File: config.mk
export PLATFORM = sky130hd
export DESIGN_NAME = pgc_unit
export DESIGN_NICKNAME = d
export VERILOG_FILES = /design/src/rtl/pgc_pkg.sv /design/src/rtl/pgc_latch.sv /design/src/rtl/pgc_next.sv /design/src/rtl/pgc_fold.sv /design/src/rtl/pgc_unit.sv
export SDC_FILE = /design/constraint.sdc
export NUM_CORES = 1
export LEC_CHECK = 0
export CELL_PAD_IN_SITES_DETAIL_PLACEMENT = 1
export CELL_PAD_IN_SITES_GLOBAL_PLACEMENT = 1
export CORE_ASPECT_RATIO = 0.6
export CORE_MARGIN = 2
export CORE_UTILIZATION = 28
export DETAILED_ROUTE_END_ITERATION = 10
export GPL_TIMING_DRIVEN = 0
export HOLD_SLACK_MARGIN = 0.03
export PLACE_DENSITY = 0.95
export SYNTH_ARGS = -nofsm -noshare
export SYNTH_HDL_FRONTEND = slang
export SYNTH_SLANG_ARGS = --single-unit
File: constraint.sdc
create_clock -name clk -period 4.3 [get_ports clk]
set_input_delay 0.43 -clock clk [delete_from_list [all_inputs] [get_ports clk]]
set_output_delay 0.43 -clock clk [all_outputs]
set_load 0.01 [all_outputs]
File: src/rtl/pgc_pkg.sv
package pgc_pkg;
   typedef enum logic [2:0] {
      SRC_HOLD = 3'd0,
      SRC_INC  = 3'd1,
      SRC_JMP  = 3'd2,
      SRC_RET  = 3'd3,
      SRC_LO   = 3'd4
   } pc_src_e;
endpackage

File: src/rtl/pgc_latch.sv
module pgc_latch #(
   parameter int LAT_W = 5
) (
   input  logic             clk,
   input  logic             rst_n,
   input  logic             wr_en,
   input  logic [LAT_W-1:0] wr_data,
   output logic [LAT_W-1:0] q
);
   always_ff @(posedge clk or negedge rst_n) begin
      if (!rst_n)     q <= '0;
      else if (wr_en) q <= wr_data;
   end

   AST_LAT_HOLD: assert property (@(posedge clk) disable iff (!rst_n)
      !wr_en |=> $stable(q));
endmodule

File: src/rtl/pgc_next.sv
module pgc_next
   import pgc_pkg::*;
#(
   parameter int PC_W  = 13,
   parameter int JMP_W = 11,
   parameter int LO_W  = 8
) (
   input  logic [PC_W-1:0]      pc_q,
   input  logic [PC_W-LO_W-1:0] lat_q,
   input  logic                 inc_en,
   input  logic                 jmp_en,
   input  logic [JMP_W-1:0]     jmp_tgt,
   input  logic                 ret_en,
   input  logic [PC_W-1:0]      ret_val,
   input  logic                 lo_wr_en,
   input  logic [LO_W-1:0]      lo_wr_data,
   output pc_src_e              src,
   output logic [PC_W-1:0]      pc_d,
   output logic [PC_W-1:0]      pc_inc
);
   localparam int LAT_W = PC_W - LO_W;
   localparam int PG_W  = PC_W - JMP_W;

   assign pc_inc = pc_q + {{(PC_W-1){1'b0}}, 1'b1};

   always_comb begin
      if (lo_wr_en)    src = SRC_LO;
      else if (ret_en) src = SRC_RET;
      else if (jmp_en) src = SRC_JMP;
      else if (inc_en) src = SRC_INC;
      else             src = SRC_HOLD;
   end

   always_comb begin
      unique case (src)
         SRC_LO:   pc_d = {lat_q, lo_wr_data};
         SRC_RET:  pc_d = ret_val;
         SRC_JMP:  pc_d = {lat_q[LAT_W-1 -: PG_W], jmp_tgt};
         SRC_INC:  pc_d = pc_inc;
         default:  pc_d = pc_q;
      endcase
   end
endmodule

File: src/rtl/pgc_fold.sv
module pgc_fold #(
   parameter int PC_W   = 13,
   parameter int IMPL_W = 11
) (
   input  logic [PC_W-1:0] pc_q,
   output logic [PC_W-1:0] fetch_addr
);
   generate
      if (IMPL_W < PC_W) begin : g_alias
         assign fetch_addr = {{(PC_W-IMPL_W){1'b0}}, pc_q[IMPL_W-1:0]};
      end else begin : g_full
         assign fetch_addr = pc_q;
      end
   endgenerate
endmodule

File: src/rtl/pgc_unit.sv
module pgc_unit
   import pgc_pkg::*;
#(
   parameter int PC_W   = 13,
   parameter int JMP_W  = 11,
   parameter int LO_W   = 8,
   parameter int IMPL_W = 11
) (
   input  logic              clk,
   input  logic              rst_n,
   input  logic              inc_en,
   input  logic              goto_en,
   input  logic              call_en,
   input  logic [JMP_W-1:0]  jmp_tgt,
   input  logic              ret_en,
   input  logic [PC_W-1:0]   ret_val,
   input  logic              lo_wr_en,
   input  logic [LO_W-1:0]   lo_wr_data,
   input  logic              lat_wr_en,
   input  logic [PC_W-LO_W-1:0] lat_wr_data,
   output logic [PC_W-1:0]   pc,
   output logic [PC_W-1:0]   push_addr,
   output logic [PC_W-1:0]   fetch_addr
);
   localparam int LAT_W = PC_W - LO_W;

   generate
      if (JMP_W <= LO_W || JMP_W >= PC_W) begin : g_bad_jmp
         $error("pgc_unit: JMP_W must lie between LO_W and PC_W");
      end
      if (IMPL_W < 1 || IMPL_W > PC_W) begin : g_bad_impl
         $error("pgc_unit: IMPL_W out of range");
      end
   endgenerate

   logic [PC_W-1:0]  pc_q, pc_d, pc_inc;
   logic [LAT_W-1:0] lat_q;
   pc_src_e          src;

   pgc_latch #(.LAT_W(LAT_W)) u_lat (
      .clk(clk), .rst_n(rst_n), .wr_en(lat_wr_en),
      .wr_data(lat_wr_data), .q(lat_q));

   pgc_next #(.PC_W(PC_W), .JMP_W(JMP_W), .LO_W(LO_W)) u_next (
      .pc_q(pc_q), .lat_q(lat_q), .inc_en(inc_en),
      .jmp_en(goto_en | call_en), .jmp_tgt(jmp_tgt),
      .ret_en(ret_en), .ret_val(ret_val),
      .lo_wr_en(lo_wr_en), .lo_wr_data(lo_wr_data),
      .src(src), .pc_d(pc_d), .pc_inc(pc_inc));

   pgc_fold #(.PC_W(PC_W), .IMPL_W(IMPL_W)) u_fold (
      .pc_q(pc_q), .fetch_addr(fetch_addr));

   always_ff @(posedge clk or negedge rst_n) begin
      if (!rst_n) pc_q <= '0;
      else        pc_q <= pc_d;
   end

   assign pc        = pc_q;
   assign push_addr = pc_inc;

   AST_LAT_ONLY: assert property (@(posedge clk) disable iff (!rst_n)
      (!inc_en && !goto_en && !call_en && !ret_en && !lo_wr_en) |=> $stable(pc));
   AST_INC_WRAP: assert property (@(posedge clk) disable iff (!rst_n)
      (inc_en && !goto_en && !call_en && !ret_en && !lo_wr_en && (&pc)) |=> (pc == '0));
   AST_RET_LOAD: assert property (@(posedge clk) disable iff (!rst_n)
      (ret_en && !lo_wr_en) |=> (pc == $past(ret_val)));
   AST_JMP_LOW: assert property (@(posedge clk) disable iff (!rst_n)
      ((goto_en || call_en) && !ret_en && !lo_wr_en) |=> (pc[JMP_W-1:0] == $past(jmp_tgt)));
   AST_LO_LOW: assert property (@(posedge clk) disable iff (!rst_n)
      lo_wr_en |=> (pc[LO_W-1:0] == $past(lo_wr_data)));
   AST_FOLD_LOW: assert property (@(posedge clk) disable iff (!rst_n)
      fetch_addr[IMPL_W-1:0] == pc[IMPL_W-1:0]);
endmodule

## Word-level counts from Yosys, hierarchy flattened

Index checks and enable logic that the tools add are counted.

| word-level totals | value |
|---|---|
| flip-flop bits (word level) | 18 |
| input port bits | 45 |

| cells by class | value |
|---|---|
| add/subtract/negate cells | 1 |
| equality and inequality tests | 4 |
| muxes and demuxes | 5 |
| bitwise logic cells | 1 |
| reduce and logical (&&, ||, !) cells | 1 |

Operators by type and width:

| cell | number |
|---|---|
| 13-bit case mux with 4 select lines | 1 |
| 13-bit by 1-bit adder with 13-bit output, second input constant | 1 |
| 3-bit two-way mux | 3 |
| 3-bit by 2-bit equality test with 1-bit output, second input constant | 2 |
| 4-bit nonzero test | 1 |
| 3-bit by 1-bit equality test with 1-bit output, second input constant | 1 |
| 3-bit equality test, second input constant | 1 |
| 1-bit two-way mux | 1 |
| 1-bit OR | 1 |

## Longest topological paths before layout

| logic depth | value |
|---|---|
| depth in word-level cells | 6 |
| depth in mapped cells | 6 |
| gate-level depth less buffers | 5 |

## By module

Synthesis repeated with hierarchy kept, for this count alone.

| unflattened totals | value |
|---|---|
| cell total of the unflattened synthesis | 156 |
| area, all modules | 1450.1 µm² |

Modules (own cells, without submodules):

| module | instances | cells each | area each (µm²) | seq. area each (µm²) |
|---|---|---|---|---|
| pgc_next | 1 | 118 | 835.8 | 0.0 |
| pgc_unit | 1 | 14 | 331.6 | 325.3 |
| pgc_latch | 1 | 10 | 181.4 | 125.1 |
| pgc_fold | 1 | 14 | 101.3 | 0.0 |

## Worst setup path after synthesis

OpenSTA, ideal clock, no wires.

| timing path | value |
|---|---|
| path kind | reg-to-output |
| from | reg pc_q[2], in the netlist pc[2] |
| to | out push_addr[9] |
| arrival | 1428 ps |
| slack | 2442 ps |
| cell stages (with the launch flop) | 6 |
| buffers on the path | 1 |
| path through | dfrtp_1 > buf_2 > and4_1 > and4_1 > nand3_1 > xnor2_1 |

| between the ends | value |
|---|---|
| longest elaborated chain between the ends | 1 |

Ends and longest elaborated chain:

| what | RTL line | source |
|---|---|---|
| start, declared | pgc_unit.sv:36 | `logic [PC_W-1:0] pc_q, pc_d, pc_inc;` |
| start signal, assigned | pgc_unit.sv:56 | `else pc_q <= pc_d;` |
| 13-bit by 1-bit adder with 13-bit output | pgc_next.sv:24 | `assign pc_inc = pc_q + {{(PC_W-1){1'b0}}, 1'b1};` |
| end, declared | pgc_unit.sv:22 | `output logic [PC_W-1:0] push_addr,` |

No other way between the ends.

## Worst setup path in the final report

| timing path | value |
|---|---|
| from | reg pc_q[0], in the netlist pc[0] |
| to | out push_addr[10] |

The elaborated chain is that of the path after synthesis.

==> impl_metrics.env <==
export IMPL_status="completed"
export IMPL_firstDrtPassIters=4
export IMPL_postCtsSetupRepairBufs=0
export IMPL_synthXorXnorAreaFrac_pct=10.6
export IMPL_fin_nets=289
export IMPL_synth_warnings=0
export IMPL_clock_sinks=18
export IMPL_final_cells=305
export IMPL_tightest_slew_ns=0.866
export IMPL_slew_violations=0
export IMPL_synth_area_um2=1400
export IMPL_ir_drop_uv=121
export IMPL_antenna_found_initial=0
export IMPL_multi_input_area_um2=796
export IMPL_numPortBuffers=78
export IMPL_synthAdderAreaFrac_pct=0.894
export IMPL_p_sw_share_pct=31.1
export IMPL_dieWidth_um=95.3
export IMPL_worstSetupEndpointType="output pin"
export IMPL_seq_area_frac_synth_pct=32.2
export IMPL_synth_compound_area_share_pct=20.9
export IMPL_post_route_period_util_pct=64.8
export IMPL_clock_root_buffer="clkbuf_8"
export IMPL_setup_violations=0
export IMPL_ys_flop_type="dfrtp_1"
export IMPL_die_h_um=58.8
export IMPL_wl_met1_um=2460
export IMPL_fin_skew_ns=0.00180
export IMPL_drive_gt1_share_pct=11.6
export IMPL_p_int_uw=422
export IMPL_power_uw=612
export IMPL_fmax_mhz=359
export IMPL_ctsResizeCount=0
export IMPL_synth_edf_count=0
export IMPL_p_per_area_nw_per_um2=264
export IMPL_clkPwrFrac_pct=22.9
export IMPL_required_ns=3.87
export IMPL_antenna_left=0
export IMPL_synth_top_family_by_area="compound AO/OA/AOI/OAI gates"
export IMPL_wirelength_um=5220
export IMPL_rsz0062_at_grt="false"
export IMPL_crit_fanout=10
export IMPL_relSlewSlack_pct=42.1
export IMPL_start_util_pct=29.9
export IMPL_ff2ff_setup_slack_ns=2.33
export IMPL_async_flop_share_pct=100
export IMPL_core_area_um2=4680
export IMPL_syn_area_per_cell_um2=8.80
export IMPL_cts_made_buffers=3
export IMPL_seq_area_um2=450
export IMPL_cp_arrival_ns=2.36
export IMPL_grt_max_degree=19
export IMPL_synth_cells=159
export IMPL_fin_tns_setup_ns=0
export IMPL_clk_pin_slew_ns=0.07
export IMPL_final_cell_mix="clkdlybuf4s50_1, dfrtp_1, xnor2_1, buf_4, nand2_1"
export IMPL_cts_buffer_depth=2
export IMPL_setup_worst_path_start_class="flip-flop"
export IMPL_crit_type="reg -> out"
export IMPL_vias=1567
export IMPL_fin_crit_ns=2.79
export IMPL_via_per_inst=5.14
export IMPL_syn_to_final_growth_pct=65.7
export IMPL_cts_hold_buf=0
export IMPL_hold_class="reg -> reg"
export IMPL_post_route_worst_setup_slack_ns=1.51
export IMPL_p_leak_nw=0.894
export IMPL_hold_violations=0
export IMPL_routed_wl_met2_um=2370
export IMPL_die_area_um2=5600
export IMPL_p_switching_uw=190
export IMPL_grt_pass1_wl_um=8380
export IMPL_io_pins=84
export IMPL_grt_total_usage_pct=19.6
export IMPL_wl_met3_um=343
export IMPL_netlist_cell_type_count=40
export IMPL_cts_max_level=1
export IMPL_muxShareOfSynthArea_pct=4.74
export IMPL_dp_hpwl_um=4240
export IMPL_cap_violations=0
export IMPL_p_seq_share_pct=35.2
export IMPL_final_common_cell="clkdlybuf4s50_1"
export IMPL_ys_ff_latch=18
export IMPL_num_antenna_cells=0
export IMPL_rows=19
export IMPL_overflow=0
export IMPL_place_ws_ns=1.78
export IMPL_wire_per_inst_um=17.1
export IMPL_dp_cells=301
export IMPL_grt_pass1_vias=1636
export IMPL_cts_tree="done"
export IMPL_synth_simple_area_share_pct=19.1
export IMPL_nFillCells=559
export IMPL_drc=0
export IMPL_combPwrFrac_pct=41.9
export IMPL_first_iter_violations=66
export IMPL_top_layer="met4"
export IMPL_gp_congestion=0.827
export IMPL_clock_latency_ns=0.25
==> cell families (layout without fill, tap and decap cells) <==
family | Yosys count | in the layout
compound gates | 40 | 40
xor+xnor | 17 | 17
fa+ha+maj | 1 | 1
buf+inv | 26 | 108
flops | 18 | 18
mux | 6 | 6
other cells | 1 | 2
simple gates | 50 | 50
==> final cells by class <==
class,count,area share [%]
buffer,23,6.26
sequential,18,19.4
tap,63,3.40
inverter,3,0.486
multi-input combinational,116,34.3
clock buffer,4,2.38
timing repair buffer,78,33.7
==> flip-flops by register name (all words and copies together) (netlist names) <==
name / count
pc: 13
u_lat.q: 5
==> power groups by stage <==
stage          logic, mW  clock network [mW]  registers, mW
5_1_grt            0.277               0.150          0.218
3_3_place_gp       0.250                   0          0.217
2_1_floorplan      0.106                   0          0.216
6_report           0.256               0.140          0.215
4_1_cts            0.258               0.143          0.215
3_5_place_dp       0.256                   0          0.219
==> Yosys cell counts (2+ instances only) <==
cell type	count	area, um^2
a211o_1	2	17.5
a21oi_1	4	20.0
a22o_1	4	35.0
a22oi_1	8	60.1
a311oi_1	2	17.5
a31oi_1	3	18.8
and3_1	3	18.8
and4_1	3	26.3
buf_2	2	10.0
buf_4	13	97.6
clkbuf_1	7	26.3
dfrtp_1	18	450
inv_1	3	11.3
mux2_2	5	56.3
nand2_1	12	45.0
nand3_1	10	50.1
nand4_1	4	25.0
nor2_1	7	26.3
nor2b_1	2	12.5
nor3_1	2	10.0
nor4_1	2	12.5
o21ai_0	4	20.0
o221ai_1	4	35.0
o22ai_1	3	18.8
or4_1	2	15.0
xnor2_1	13	114
xor2_1	4	35.0
==> per-layer routing <==
metal / vias up / track usage (%)
met1: 750 / 27.9
met2: 68 / 31.6
met3: 4 / 2.94
met4: 0 / 4.55
met5: - / 0
li1: 745 / -
==> path summary, 6_finish.rpt <==
check / from / cells past startpoint / endpoint
worst max-delay path: pc[0] / 5 / push_addr[10]
worst min-delay path: u_lat.q[2] / 2 / pc[10]
worst max register to register: pc[0] / 5 / pc[10]
worst min register to register: u_lat.q[2] / 2 / pc[10]
max in group asynchronous: rst_n / 1 / pc[10]
min in group asynchronous: rst_n / 1 / pc[0]
==> critical path, stage by stage, from the launching register on <==
cell	delay, ns
dfrtp_1	0.57
ha_1	0.40
and3_1	0.26
nor2b_1	0.17
xnor2_1	0.13
clkdlybuf4s50_1	0.57
==> metrics by stage <==
stage | hold slack [ns] | area, um^2 | util (%)
global placement | 0.469 | 2260 | 48.3
floorplan | 0.134 | 1400 | -
CTS | 0.508 | 2320 | 49.5
global route | 0.538 | 2320 | 49.5
detailed placement | 0.489 | 2260 | 48.3
finish | 0.501 | 2320 | 49.5
Note: power is estimated with default switching activity, not from simulation.
